## config.mk

```make
export PLATFORM = sky130hd
export DESIGN_NAME = sector_cache
export DESIGN_NICKNAME = d
export VERILOG_FILES = /design/src/rtl/sector_cache_pkg.sv /design/src/rtl/sc_tag_match.sv /design/src/rtl/sc_victim_rr.sv /design/src/rtl/sc_block_store.sv /design/src/rtl/sector_cache.sv
export SDC_FILE = /design/constraint.sdc
export NUM_CORES = 1
export LEC_CHECK = 0
export ABC_AREA = 1
export BUFFER_PORTS_ARGS = -buffer_cell sky130_fd_sc_hd__buf_2
export CORE_ASPECT_RATIO = 2
export CORE_MARGIN = 3
export CORE_UTILIZATION = 25
export CTS_CLUSTER_DIAMETER = 200
export CTS_CLUSTER_SIZE = 16
export DETAILED_ROUTE_END_ITERATION = 10
export PLACE_DENSITY_LB_ADDON = 0.1
export SYNTH_ARGS = -nofsm -noshare
export SYNTH_HDL_FRONTEND = slang
export SYNTH_HIERARCHICAL = 1
export SYNTH_SLANG_ARGS = --single-unit
```

## constraint.sdc

```tcl
create_clock -name clk -period 4.2 [get_ports clk]
set_clock_uncertainty 0.05 [all_clocks]
set_input_delay 0.84 -clock clk [delete_from_list [all_inputs] [get_ports clk]]
set_output_delay 0.84 -clock clk [all_outputs]
set_load 0.01 [all_outputs]
```

## src/rtl/sector_cache_pkg.sv

```systemverilog
package sector_cache_pkg;
    typedef enum logic [1:0] {
        ST_IDLE  = 2'd0,
        ST_FILL  = 2'd1,
        ST_WRITE = 2'd2
    } ctrl_state_e;
endpackage

```

## src/rtl/sc_tag_match.sv

```systemverilog
module sc_tag_match #(
    parameter int FRAMES  = 4,
    parameter int TAG_W   = 10,
    parameter int FRAME_W = (FRAMES > 1) ? $clog2(FRAMES) : 1
) (
    input  logic               clk,
    input  logic               rst_n,
    input  logic [TAG_W-1:0]   lookup_tag,
    input  logic               tag_we,
    input  logic [FRAME_W-1:0] tag_frame,
    input  logic [TAG_W-1:0]   tag_new,
    output logic               sector_hit,
    output logic [FRAME_W-1:0] hit_frame
);
    typedef struct packed {
        logic [FRAMES-1:0][TAG_W-1:0] tag;
        logic [FRAMES-1:0]            used;
    } tag_regs_t;

    tag_regs_t r_d, r_q;
    logic [FRAMES-1:0] match;

    // one comparator per sector frame, all in parallel
    for (genvar f = 0; f < FRAMES; f++) begin : g_cmp
        assign match[f] = r_q.used[f] && (r_q.tag[f] == lookup_tag);
    end

    always_comb begin
        hit_frame = '0;
        for (int f = 0; f < FRAMES; f++) begin
            if (match[f]) hit_frame = hit_frame | FRAME_W'(f);
        end
        sector_hit = |match;
    end

    always_comb begin
        r_d = r_q;
        if (tag_we) begin
            r_d.tag[tag_frame]  = tag_new;
            r_d.used[tag_frame] = 1'b1;
        end
    end

    always_ff @(posedge clk) begin
        if (!rst_n) r_q <= '0;
        else        r_q <= r_d;
    end
endmodule

```

## src/rtl/sc_victim_rr.sv

```systemverilog
module sc_victim_rr #(
    parameter int FRAMES  = 4,
    parameter int FRAME_W = (FRAMES > 1) ? $clog2(FRAMES) : 1
) (
    input  logic               clk,
    input  logic               rst_n,
    input  logic               advance,
    output logic [FRAME_W-1:0] victim
);
    localparam logic [FRAME_W-1:0] LAST = FRAME_W'(FRAMES - 1);

    logic [FRAME_W-1:0] ptr_d, ptr_q;

    always_comb begin
        ptr_d = ptr_q;
        if (advance) ptr_d = (ptr_q == LAST) ? '0 : ptr_q + FRAME_W'(1);
    end

    always_ff @(posedge clk) begin
        if (!rst_n) ptr_q <= '0;
        else        ptr_q <= ptr_d;
    end

    assign victim = ptr_q;
endmodule

```

## src/rtl/sc_block_store.sv

```systemverilog
module sc_block_store #(
    parameter int FRAMES  = 4,
    parameter int BLOCKS  = 4,
    parameter int DATA_W  = 32,
    parameter int FRAME_W = (FRAMES > 1) ? $clog2(FRAMES) : 1,
    parameter int BLK_W   = (BLOCKS > 1) ? $clog2(BLOCKS) : 1
) (
    input  logic               clk,
    input  logic               rst_n,
    input  logic               clear_en,
    input  logic [FRAME_W-1:0] clear_frame,
    input  logic               wr_en,
    input  logic [FRAME_W-1:0] wr_frame,
    input  logic [BLK_W-1:0]   wr_blk,
    input  logic [DATA_W-1:0]  wr_data,
    input  logic [FRAME_W-1:0] rd_frame,
    input  logic [BLK_W-1:0]   rd_blk,
    output logic               rd_valid,
    output logic [DATA_W-1:0]  rd_data
);
    typedef struct packed {
        logic [FRAMES-1:0][BLOCKS-1:0]             valid;
        logic [FRAMES-1:0][BLOCKS-1:0][DATA_W-1:0] data;
    } store_regs_t;

    store_regs_t s_d, s_q;

    always_comb begin
        s_d = s_q;
        if (clear_en) s_d.valid[clear_frame] = '0;
        if (wr_en) begin
            s_d.data[wr_frame][wr_blk]  = wr_data;
            s_d.valid[wr_frame][wr_blk] = 1'b1;
        end
    end

    always_ff @(posedge clk) begin
        if (!rst_n) s_q <= '0;
        else        s_q <= s_d;
    end

    assign rd_valid = s_q.valid[rd_frame][rd_blk];
    assign rd_data  = s_q.data[rd_frame][rd_blk];
endmodule

```

## src/rtl/sector_cache.sv

```systemverilog
module sector_cache
    import sector_cache_pkg::*;
#(
    parameter int ADDR_W = 12,
    parameter int DATA_W = 32,
    parameter int FRAMES = 4,
    parameter int BLOCKS = 4
) (
    input  logic              clk,
    input  logic              rst_n,
    input  logic              req_valid,
    input  logic              req_write,
    input  logic [ADDR_W-1:0] req_addr,
    input  logic [DATA_W-1:0] req_wdata,
    output logic              req_ready,
    output logic              resp_valid,
    output logic              resp_hit,
    output logic [DATA_W-1:0] resp_rdata,
    output logic              mem_req_valid,
    output logic              mem_req_write,
    output logic [ADDR_W-1:0] mem_req_addr,
    output logic [DATA_W-1:0] mem_req_wdata,
    input  logic              mem_ack,
    input  logic [DATA_W-1:0] mem_rdata
);
    localparam int FRAME_W = (FRAMES > 1) ? $clog2(FRAMES) : 1;
    localparam int BLK_W   = (BLOCKS > 1) ? $clog2(BLOCKS) : 1;
    localparam int TAG_W   = ADDR_W - BLK_W;

    typedef struct packed {
        ctrl_state_e        state;
        logic [ADDR_W-1:0]  addr;
        logic [DATA_W-1:0]  wdata;
        logic [FRAME_W-1:0] frame;
        logic               was_hit;
        logic               resp_valid;
        logic               resp_hit;
        logic [DATA_W-1:0]  resp_rdata;
    } ctrl_regs_t;

    ctrl_regs_t c_d, c_q;

    logic [TAG_W-1:0]   lk_tag;
    logic [BLK_W-1:0]   lk_blk;
    logic               sector_hit;
    logic [FRAME_W-1:0] hit_frame;
    logic               tag_we;
    logic [FRAME_W-1:0] tag_frame;
    logic [FRAME_W-1:0] victim;
    logic               rr_adv;
    logic               clr_en;
    logic               st_wr_en;
    logic [FRAME_W-1:0] st_wr_frame;
    logic [BLK_W-1:0]   st_wr_blk;
    logic [DATA_W-1:0]  st_wr_data;
    logic               blk_valid;
    logic [DATA_W-1:0]  blk_data;
    logic               blk_hit;

    assign lk_tag  = req_addr[ADDR_W-1:BLK_W];
    assign lk_blk  = req_addr[BLK_W-1:0];
    assign blk_hit = sector_hit && blk_valid;

    sc_tag_match #(.FRAMES(FRAMES), .TAG_W(TAG_W), .FRAME_W(FRAME_W)) u_tags (
        .clk        (clk),
        .rst_n      (rst_n),
        .lookup_tag (lk_tag),
        .tag_we     (tag_we),
        .tag_frame  (tag_frame),
        .tag_new    (lk_tag),
        .sector_hit (sector_hit),
        .hit_frame  (hit_frame)
    );

    sc_victim_rr #(.FRAMES(FRAMES), .FRAME_W(FRAME_W)) u_rr (
        .clk     (clk),
        .rst_n   (rst_n),
        .advance (rr_adv),
        .victim  (victim)
    );

    sc_block_store #(
        .FRAMES(FRAMES), .BLOCKS(BLOCKS), .DATA_W(DATA_W),
        .FRAME_W(FRAME_W), .BLK_W(BLK_W)
    ) u_store (
        .clk         (clk),
        .rst_n       (rst_n),
        .clear_en    (clr_en),
        .clear_frame (victim),
        .wr_en       (st_wr_en),
        .wr_frame    (st_wr_frame),
        .wr_blk      (st_wr_blk),
        .wr_data     (st_wr_data),
        .rd_frame    (hit_frame),
        .rd_blk      (lk_blk),
        .rd_valid    (blk_valid),
        .rd_data     (blk_data)
    );

    always_comb begin
        c_d          = c_q;
        c_d.resp_valid = 1'b0;
        tag_we       = 1'b0;
        tag_frame    = victim;
        rr_adv       = 1'b0;
        clr_en       = 1'b0;
        st_wr_en     = 1'b0;
        st_wr_frame  = hit_frame;
        st_wr_blk    = lk_blk;
        st_wr_data   = req_wdata;

        unique case (c_q.state)
            ST_IDLE: begin
                if (req_valid) begin
                    c_d.addr  = req_addr;
                    c_d.wdata = req_wdata;
                    if (req_write) begin
                        c_d.state   = ST_WRITE;
                        c_d.was_hit = blk_hit;
                        st_wr_en    = blk_hit;
                    end else if (blk_hit) begin
                        c_d.resp_valid = 1'b1;
                        c_d.resp_hit   = 1'b1;
                        c_d.resp_rdata = blk_data;
                    end else begin
                        c_d.state = ST_FILL;
                        if (sector_hit) begin
                            c_d.frame = hit_frame;
                        end else begin
                            c_d.frame = victim;
                            tag_we    = 1'b1;
                            clr_en    = 1'b1;
                            rr_adv    = 1'b1;
                        end
                    end
                end
            end
            ST_FILL: begin
                st_wr_frame = c_q.frame;
                st_wr_blk   = c_q.addr[BLK_W-1:0];
                st_wr_data  = mem_rdata;
                if (mem_ack) begin
                    st_wr_en       = 1'b1;
                    c_d.state      = ST_IDLE;
                    c_d.resp_valid = 1'b1;
                    c_d.resp_hit   = 1'b0;
                    c_d.resp_rdata = mem_rdata;
                end
            end
            ST_WRITE: begin
                if (mem_ack) begin
                    c_d.state      = ST_IDLE;
                    c_d.resp_valid = 1'b1;
                    c_d.resp_hit   = c_q.was_hit;
                    c_d.resp_rdata = c_q.wdata;
                end
            end
            default: c_d.state = ST_IDLE;
        endcase
    end

    always_ff @(posedge clk) begin
        if (!rst_n) c_q <= '0;
        else        c_q <= c_d;
    end

    assign req_ready     = (c_q.state == ST_IDLE);
    assign resp_valid    = c_q.resp_valid;
    assign resp_hit      = c_q.resp_hit;
    assign resp_rdata    = c_q.resp_rdata;
    assign mem_req_valid = (c_q.state != ST_IDLE);
    assign mem_req_write = (c_q.state == ST_WRITE);
    assign mem_req_addr  = c_q.addr;
    assign mem_req_wdata = c_q.wdata;
endmodule

```

After elaboration in Yosys (flattened, before gate mapping)
Index checks and enable logic that the tools add are counted.
- reduce and logical (&&, ||, !) cells: 18
- bitwise operators: 6
- add/subtract/negate cells: 1
- mux-type cells: 56
- $lt $le $gt $ge: 8
- equal/unequal tests: 14
- operators with widths (operator ; count):
    $mux 528 ; 1
    $bwmux 512 ; 1
    $bmux 128 s2 ; 1
    $demux 128 s2 ; 1
    $mux 128 ; 2
    $mux 34 ; 4
    $pmux 34 s3 ; 1
    $mux 32 ; 3
    $mux 83 ; 1
    $bmux 32 s2 ; 1
    $demux 32 s2 ; 1
    $bwmux 40 ; 1
    $eq 10x10->1 ; 4
    $mux 2 ; 11
    $demux 10 s2 ; 1
    $and 16x16->16 ; 1
    $demux 4 s2 ; 2
    $mux 16 ; 1
    $not 16->16 ; 1
    $or 16x16->16 ; 1
    $lt 2x3->1 const B ; 5
    $mux 1 ; 13
    $mux 4 ; 3
    $mux 10 ; 1
    other kinds (24) ; 41
- logic and storage cells: 137
- register bits after elaboration: 657
- output and inout bits: 81
- input port bits: 81

Depth between registers and ports, before layout
Gate-level depths: netlist of run 1.
- depth after elaboration: 17
- depth in mapped cells: 28

Hierarchy
The synthesis of run 1 kept the hierarchy.
- modules (own cells, without submodules) (module ; instances ; seq. area each (um^2) ; cells an instance ; area an instance (um^2)):
    sc_block_store ; 1 ; 10570.1 ; 3709 ; 24135.6
    sector_cache ; 1 ; 1661.6 ; 832 ; 5088.6
    sc_tag_match ; 1 ; 880.8 ; 355 ; 2270.9
    sc_victim_rr ; 1 ; 40.0 ; 13 ; 96.3

Least setup slack after synthesis of run 1
No wires, ideal clock.
- kind: in2reg
- start point: input req_addr[7]
- end point: register u_store/s_q[504] (netlist name)
- path slack: 600 ps
- arrival: 3421 ps
- path buffers: 5
- data required time: 4022 ps
- setup time: 128 ps
- stages: 24
- cells stage by stage: inv_2 -> a21oi_1 -> nand2_1 -> nor2_1 -> nand3_2 -> nand2_1 -> buf_2 -> buf_2 -> buf_1 -> nand3_1 -> nand3_1 -> nand3_1 -> nand2_1 -> nand2_2 -> inv_2 -> nand2_1 -> nand2_1 -> buf_6 -> nand3_1 -> nor2_1 -> inv_2 -> clkbuf_1 -> o21ai_0 -> a21oi_1
- RTL lines (what ; line ; source):
    start, declared ; sector_cache.sv:13 ; input logic [ADDR_W-1:0] req_addr,
    $eq 10x10->1 ; sc_tag_match.sv:25 ; assign match[f] = r_q.used[f] && (r_q.tag[f] == lookup_tag);
    $logic_and 1x1->1 ; sc_tag_match.sv:25 ;
    $mux 2 ; sc_tag_match.sv:31 ; if (match[f]) hit_frame = hit_frame | FRAME_W'(f);
    $mux 2 (*) ; sc_tag_match.sv:31 ;
    named net hit_frame[1] ; sector_cache.sv:46 ; logic [FRAME_W-1:0] hit_frame;
    $bmux 4 s2 (*) ; sc_block_store.sv:42 ; assign rd_valid = s_q.valid[rd_frame][rd_blk];
    $mux 4 (implied by the code) (*) ; sc_block_store.sv:42 ;
    $bmux 1 s2 (*) ; sc_block_store.sv:42 ;
    $mux 1 (implied by the code) (*) ; sc_block_store.sv:42 ;
    named net blk_valid ; sector_cache.sv:56 ; logic blk_valid;
    $logic_and 1x1->1 (*) ; sector_cache.sv:62 ; assign blk_hit = sector_hit && blk_valid;
    $mux 1 (*) ; sector_cache.sv:117 ; if (req_write) begin
    $mux 1 (*) ; sector_cache.sv:114 ; if (req_valid) begin
    $pmux 1 s2 (*) ; sector_cache.sv:112 ; unique case (c_q.state)
    named net st_wr_en ; sector_cache.sv:52 ; logic st_wr_en;
    end signal, assigned ; sc_block_store.sv:38 ; if (!rst_n) s_q <= '0;
    end signal, assigned ; sc_block_store.sv:39 ; else s_q <= s_d;
    end, declared ; sc_block_store.sv:26 ; store_regs_t s_d, s_q;
The timed path passes the listed nets; every way through them passes the cells marked *. The select of a mux whose other input is x is not followed.
A chain may end at the register's enable or synchronous reset.

Final worst setup path of run 1
- start point: input req_addr[2]
- end point: register u_store/s_q[92] (netlist name)
- RTL lines (what ; line ; source):
    $eq 10x10->1 ; sc_tag_match.sv:25 ;
    $logic_and 1x1->1 ; sc_tag_match.sv:25 ;
    $mux 2 ; sc_tag_match.sv:31 ;
    $mux 2 (*) ; sc_tag_match.sv:31 ;
    named net hit_frame[1] ; sector_cache.sv:46 ;
    $mux 2 (*) ; sector_cache.sv:112 ;
    named net st_wr_frame[1] ; sector_cache.sv:53 ; logic [FRAME_W-1:0] st_wr_frame;
    $lt 2x3->1 (implied by the code) / $ge 2x1->1 (equally long branches) ; sc_block_store.sv:32 ; s_d.data[wr_frame][wr_blk] = wr_data;
    $logic_and 1x1->1 (implied by the code) ; sc_block_store.sv:32 ;
    $mux 128 (implied by the code) ; sc_block_store.sv:32 ;
    $demux 128 s2 (*) ; -- ;
    $bwmux 512 (*) ; sc_block_store.sv:32 ;
Marks and branches as above.

==> qor.csv, run 1 <==
stage;metric;value;unit
timing;setup_viol;0;
timing;fin_crit_sh;80.74;%
clock_network;htree_levels;2;
timing;max_freq;294.9;MHz
timing;rsz0062_at_grt;no;
final_layout;fillers;13950;
synthesis;synth_edf_count;0;
synthesis;synth_area_leader_cell;dfxtp_1;
place;port_buffers;161;
floorplan;core_area;124800;um^2
worst_setup_path;r2r_slack;0.91;ns
route;ant_nets;0;
route;viasPerCell;4.594;
place;gp_congestion;0.7748;
synthesis;ys_warn_count;6;
synthesis;synth_seq_cells;657;
final_layout;final_cells;6493;
floorplan;start_util;25.32;%
place;hpwl;76.86;mm
clock_network;cts_tree;yes;
synthesis;synth_area_leaders;dfxtp_1, nand2_1, o21ai_0, nor2_1, nand3_1;
floorplan;fp.dieW;257.4;um
clock_network;clock_sinks;657;
floorplan;row_count;183;
clock_network;numCtsBuffers;47;
grt;gr-usage-all-layers;19.06;%
final_layout;drive_above_1_share;8.827;%
timing;setup_ws;0.8088;ns
pwr;vdd_drop_max;0.0002724;V
floorplan;die_area;130900;um^2
grt;grt_pass1_wl;190.5;mm
synthesis;avgSynthCellArea;6.435;um^2
timing;slew_viol_final;0;
worst_setup_path;end_kind;flop;
floorplan;ioPinCount;162;
route;route.met2.wl;65.92;mm
worst_setup_path;worstPathArrival;3.87;ns
floorplan;die_h;508.7;um
route;route.detailed.drc;0;
synthesis;synth_ff_type;dfxtp_1;
route;dr.pass1.iters;5;
min_path;hp-class;reg2reg;
route;via_count;29830;
synthesis;synth_top_area_share;41.63;%
worst_setup_path;path_class;in2reg;
route;wl_met1;54.63;mm
worst_setup_path;worstSetupStartpoint;req_addr[2];
worst_setup_path;required;4.68;ns
timing;relSlewSlack;27.54;%
grt;antenna_found_initial;3;
timing;worst_pin_slew;1.087;ns
route;avgRoutedWirePerCell;19.58;um
synthesis;ys_seq_area_share;41.63;%
clock_network;clock_latency;0.65;ns
grt;grt_pass1_vias;28970;
synthesis;async_flop_share;0;%
clock_network;cts_setup_buffers;0;
clock_network;cts_root_buf;clkbuf_16;
worst_setup_path;path_max_fanout;31;
final_layout;syn_to_final_growth;12.48;%
clock_network;clockBufferDepth;3;
worst_setup_path;r2r_start;u_tags/r_q[37]$_SDFFE_PN0P_;
timing;layout_min_cycle_time;3.391;ns
min_path;min_from;u_store/s_q[44]$_SDFFE_PN0P_;
clock_network;holdBufCountCts;0;
route;routed_wl;127.1;mm
synthesis;syn_nets;4995;
outcome;status;completed;
grt;grt_max_degree;133;
worst_setup_path;critPathLaunchType;input pin;
pwr;p_leak;0.01495;uW
synthesis;syn_inst;4909;
synthesis;ys_types;28;
timing;setup_tns;0;ns
grt;gr-total-overflow;0;
final_layout;nets;4910;
flow_run;cap_violations;0;
clock_network;clkSlewWorstSetupHoldPaths;0.08;ns
pwr;power_density;400.0;nW/um^2
place;placed_cells;6440;
clock_network;cts_resized;0;
timing;hold_violations;0;
route;drt_iter0_markers;1841;
route;highest_layer;met5;
timing;hold_ws;0.4004;ns
place;place_ws;0.07119;ns
route;met3WireLength;4.638;mm
synthesis;mappedNetlistArea;31590;um^2
power breakdown:
group          total (uW)  internal [uW]  switching [uW]
combinational        2950            851            2100
clock                4490           2010            2480
sequential           6770           6540             223
total               14200           9410            4810
area by class of cell:
type	count	area, um^2	area share (%)
Sequential cell	657	13150	37.02
Clock inverter	3	48.80	0.1373
Tap cell	1665	2083	5.863
Multi-Input combinational cell	3186	14200	39.97
Clock buffer	48	1180	3.321
Antenna cell	2	5.005	0.01409
Timing Repair Buffer	303	2485	6.993
Inverter	629	2377	6.690
kinds of logic after synthesis:
family	after synthesis	synth area share, %
adder cells (fa/ha/maj)	5	0.1980
multiplexers	2	0.07128
flip-flops	657	41.63
buffers and inverters	1066	14.07
AO/OA/AOI/OAI	992	15.74
XOR/XNOR	6	0.1663
AND/OR/NAND/NOR	2181	28.12
critical path, cell delays in order:
cell      delay, ns
buf_2          0.14
buf_4          0.16
nor2_1         0.20
inv_1          0.06
nand4_1        0.07
nor2_1         0.05
nand3_1        0.12
nand2_4        0.13
buf_4          0.31
mux2_2         0.37
nor2_1         0.41
inv_1          0.21
nor2_4         0.20
clkinv_1       0.15
buf_12         0.21
nor2_1         0.12
nor2_1         0.05
sequential cells by signal (all words and copies together) (netlist names):
name,cells
u_tags/r_q,44
u_rr/victim,2
u_store/s_q,528
resp_hit,1
mem_req_addr,12
mem_req_wdata,32
resp_valid,1
c_q,5
resp_rdata,32
stage by stage:
stage | utilization (%) | instance area [um^2] | total power [uW]
final | 28.47 | 35530 | 14210
after global routing | 28.47 | 35530 | 14980
after CTS | 28.47 | 35530 | 14520
after detailed placement | 27.49 | 34300 | 9932
after global placement | 27.49 | 34300 | 9931
after floorplan | - | 31590 | 8772
cells in the final DEF, fill, tap and decap left out, types with 3 or more instances in the layout:
master,netlist,routed
nor2_4,0,8
clkinv_1,2,5
o21ai_1,38,38
a21oi_2,1,9
nor2_1,799,797
nand3_1,485,478
a21oi_1,349,341
buf_12,0,48
nand2_2,4,5
nor2_2,12,6
inv_2,22,22
nand3_2,4,4
ha_1,5,3
xnor2_1,5,5
clkbuf_16,0,47
buf_4,79,95
buf_2,93,159
o21ai_0,603,602
dfxtp_1,657,657
nand4_1,7,7
nand3_4,0,7
nand2_1,868,865
inv_1,605,598
routing by layer:
layer / GRT usage [%] / vias to the layer above
met3: 1.891 / 100
met5: 0 / -
met4: 3.660 / 2
li1: - / 15070
met2: 36.11 / 566
met1: 23.27 / 14090
Yosys cell counts (7+ instances only):
| library cell | n |
|---|---|
| nand4_1 | 7 |
| a21oi_1 | 349 |
| buf_2 | 93 |
| dfxtp_1 | 657 |
| nand3_1 | 485 |
| nor2_1 | 799 |
| buf_4 | 79 |
| nand2_1 | 868 |
| inv_1 | 605 |
| nor2_2 | 12 |
| o21ai_0 | 603 |
| inv_2 | 22 |
| buf_1 | 25 |
| clkbuf_1 | 235 |
| o21ai_1 | 38 |
path summary, 6_finish.rpt:
kind | endpoint | cells after the start
setup reg to reg | u_store/s_q[358]$_SDFFE_PN0P_ | 15
setup / recovery | u_store/s_q[92]$_SDFFE_PN0P_ | 17
hold reg to reg | u_store/s_q[44]$_SDFFE_PN0P_ | 2
hold / removal | u_store/s_q[44]$_SDFFE_PN0P_ | 2
(Power assumes the default switching activity.)
==> run 2: changes to the inputs <==
Clock period 4.2 ns to 3.5 ns, I/O delays scaled along.
==> qor.csv, run 2 (same netlist as run 1, synthesis figures left out) <==
stage;metric;value;unit;change
timing;relSlewSlack;16.24;%;-11 points
route;drt_iter0_markers;1983;;+7.7%
route;viasPerCell;4.566;;-0.61%
final_layout;multi_input_area;14200;um^2;about the same
worst_setup_path;path_class;reg2reg;;
grt;grt_pass1_vias;29240;;+0.94%
place;placed_area;34950;um^2;+1.9%
final_layout;syn_to_final_growth;15.33;%;
floorplan;fp.dieW;257.4;um;unchanged
timing;setup_tns;0;ns;unchanged
grt;antenna_found_initial;6;;+3
timing;setup_viol;0;;unchanged
pwr;power_density;473.3;nW/um^2;+18%
min_path;min_path_cells;3;;+1
clock_network;numCtsBuffers;47;;unchanged
route;via_count;30060;;+0.77%
pwr;p_leak;0.01548;uW;+3.6%
worst_setup_path;required;4.04;ns;-0.64 ns
floorplan;die_h;508.7;um;unchanged
worst_setup_path;end_kind;flop;;
floorplan;ioPinCount;162;;unchanged
pwr;p_comb_share;21.3;%;+0.5 points
timing;worst_pin_slew;1.243;ns;+0.1564 ns
clock_network;clock_sinks;657;;unchanged
final_layout;final_cells;6583;;+1.4%
place;placed_cells;6519;;+1.2%
clock_network;clockBufferDepth;3;;unchanged
worst_setup_path;worstPathArrival;3.84;ns;-0.03 ns
final_layout;final_common_cell;nand2_1;;
min_path;hp-class;in2reg;;
timing;max_freq;303.3;MHz;
pwr;swShare;33.67;%;-0.15 points
route;avgRoutedWirePerCell;19.75;um;+0.87%
route;routed_wl;130.0;mm;+2.3%
final_layout;register_area;13160;um^2;about the same
place;gp_congestion;0.7649;;-1.3%
final_layout;drive_above_1_share;10.58;%;+1.8 points
place;port_buffers;161;;unchanged
timing;hold_ws;0.2437;ns;-0.1567 ns
worst_setup_path;path_max_fanout;52;;+68%
final_layout;final_cell_area;36430;um^2;+2.5%
timing;fin_crit_sh;94.19;%;
clock_network;cts_tree;yes;;
floorplan;die_area;130900;um^2;unchanged
pwr;internal_power;11440;uW;+22%
floorplan;row_count;183;;unchanged
pwr;switchingPower;5806;uW;+21%
grt;gr-usage-all-layers;19.11;%;+0.047 points
flow_run;cap_violations;0;;unchanged
outcome;status;completed;;
timing;hold_violations;0;;unchanged
clock_network;clkSlewWorstSetupHoldPaths;0.08;ns;about the same
grt;gr-total-overflow;0;;unchanged
route;ant_nets;0;;unchanged
floorplan;core_area;124800;um^2;unchanged
timing;layout_min_cycle_time;3.297;ns;
floorplan;start_util;25.32;%;unchanged
pwr;vdd_drop_max;0.0004259;V;+56%
final_layout;final_cell_mix;nand2_1, nor2_1, dfxtp_1;;
final_layout;largest_register_ffs;528;;unchanged
grt;grt_max_degree;143;;+7.5%
final_layout;regMostFlops;u_store/s_q;;
pwr;seq_power_share;47.0;%;-0.6 points
pwr;clkPwrFrac;31.7;%;about the same
final_layout;fillers;13950;;-0.036%
clock_network;clock_latency;0.65;ns;about the same
timing;slew_viol_final;0;;unchanged
clock_network;cts_root_buf;clkbuf_16;;
final_layout;final_core_util;29.20;%;+0.72 points
grt;grt_pass1_wl;190.6;mm;about the same
place;hpwl;80.09;mm;+4.2%
final_layout;nets;4999;;+1.8%
clock_network;htree_levels;2;;unchanged
final_layout;reg.largest.list;u_store/s_q: 528 flops, u_tags/r_q: 44 flops;;
worst_setup_path;ff2ff_path_depth;20;;+5
worst_setup_path;critPathLaunchType;flop;;
route;route.detailed.drc;0;;unchanged
route;dr.pass1.iters;7;;+2
[run 2: changes by cell type in the layout (fill, tap and decap cells not counted), moves of 3 or more]
cell / change
buf_4: +74
a21oi_2: -8
buf_12: +8
nor2_2: +3
clkbuf_16: +5
nor2_1: -3
dfxtp_1: -3
a21oi_1: +8
dfxtp_2: +3
buf_6: +3
[run 2: final cells by class]
cell class | instances | area share (%)
antenna | 2 | 0.01374
timing repair buffer | 392 | 9.152
inverter | 629 | 6.535
clock buffer | 49 | 3.307
multi-input combinational | 3186 | 38.98
clock inverter | 3 | 0.1820
tap | 1665 | 5.718
sequential | 657 | 36.11
[run 2: power groups by stage]
stage	Sequential [uW]	Clock (uW)	Combinational (uW)
after floorplan	8180	0	2340
after global placement	8290	0	3720
after detailed placement	8280	0	3720
after CTS	8110	5750	3730
after global routing	8150	5920	4080
final	8100	5470	3670
[run 2: timing repair]
item	in CTS	in global routing
endpoints found under the setup margin	0	304
setup buffers	0	6
hold endpoints to repair	0	0
resized for setup	0	19
hold buffers	0	0
[run 2: per-layer routing]
layer	global-route usage, %	vias to the layer above	share of wire [%]	routed length (um)
li1	-	15250	-	-
met1	22.85	14100	42	54470
met2	36.18	565	52	67270
met3	1.906	144	3.6	4739
met4	4.930	2	2.7	3509
met5	0	-	0.0092	12
[run 2: worst paths after layout]
path                                       from                       endpoint  slack [ns]
setup / recovery    u_tags/r_q[34]$_SDFFE_PN0P_    resp_rdata[24]$_SDFFE_PN0P_        0.20
hold / removal                     req_wdata[2]  mem_req_wdata[2]$_SDFFE_PN0P_        0.24
setup reg to reg    u_tags/r_q[34]$_SDFFE_PN0P_    resp_rdata[24]$_SDFFE_PN0P_        0.20
hold reg to reg   u_store/s_q[312]$_SDFFE_PN0P_  u_store/s_q[312]$_SDFFE_PN0P_        0.40
[run 2: worst max-delay path, cell delays in order (launching register included)]
cell and delay, ns:
dfxtp_2 0.34, inv_1 0.10, nand2_1 0.07, nand2_1 0.07
inv_1 0.03, nand2_1 0.06, nor2_2 0.04, nand3_2 0.13
buf_6 0.14, nand2_8 0.07, inv_6 0.07, buf_4 0.39
buf_4 0.68, nand3_1 0.16, nand3_1 0.16, nand3_1 0.09
nand2_1 0.17, nand3_1 0.16, nand2_1 0.11, nor2_1 0.04
nor2_1 0.08
[run 2: through the flow]
stage	total power (uW)	worst slack, ns
CTS	17590	0.07632
detailed placement	12000	-0.4399
global route	18150	-0.01302
finish	17240	0.2032
global placement	12010	-0.4622
floorplan	10530	0.04013
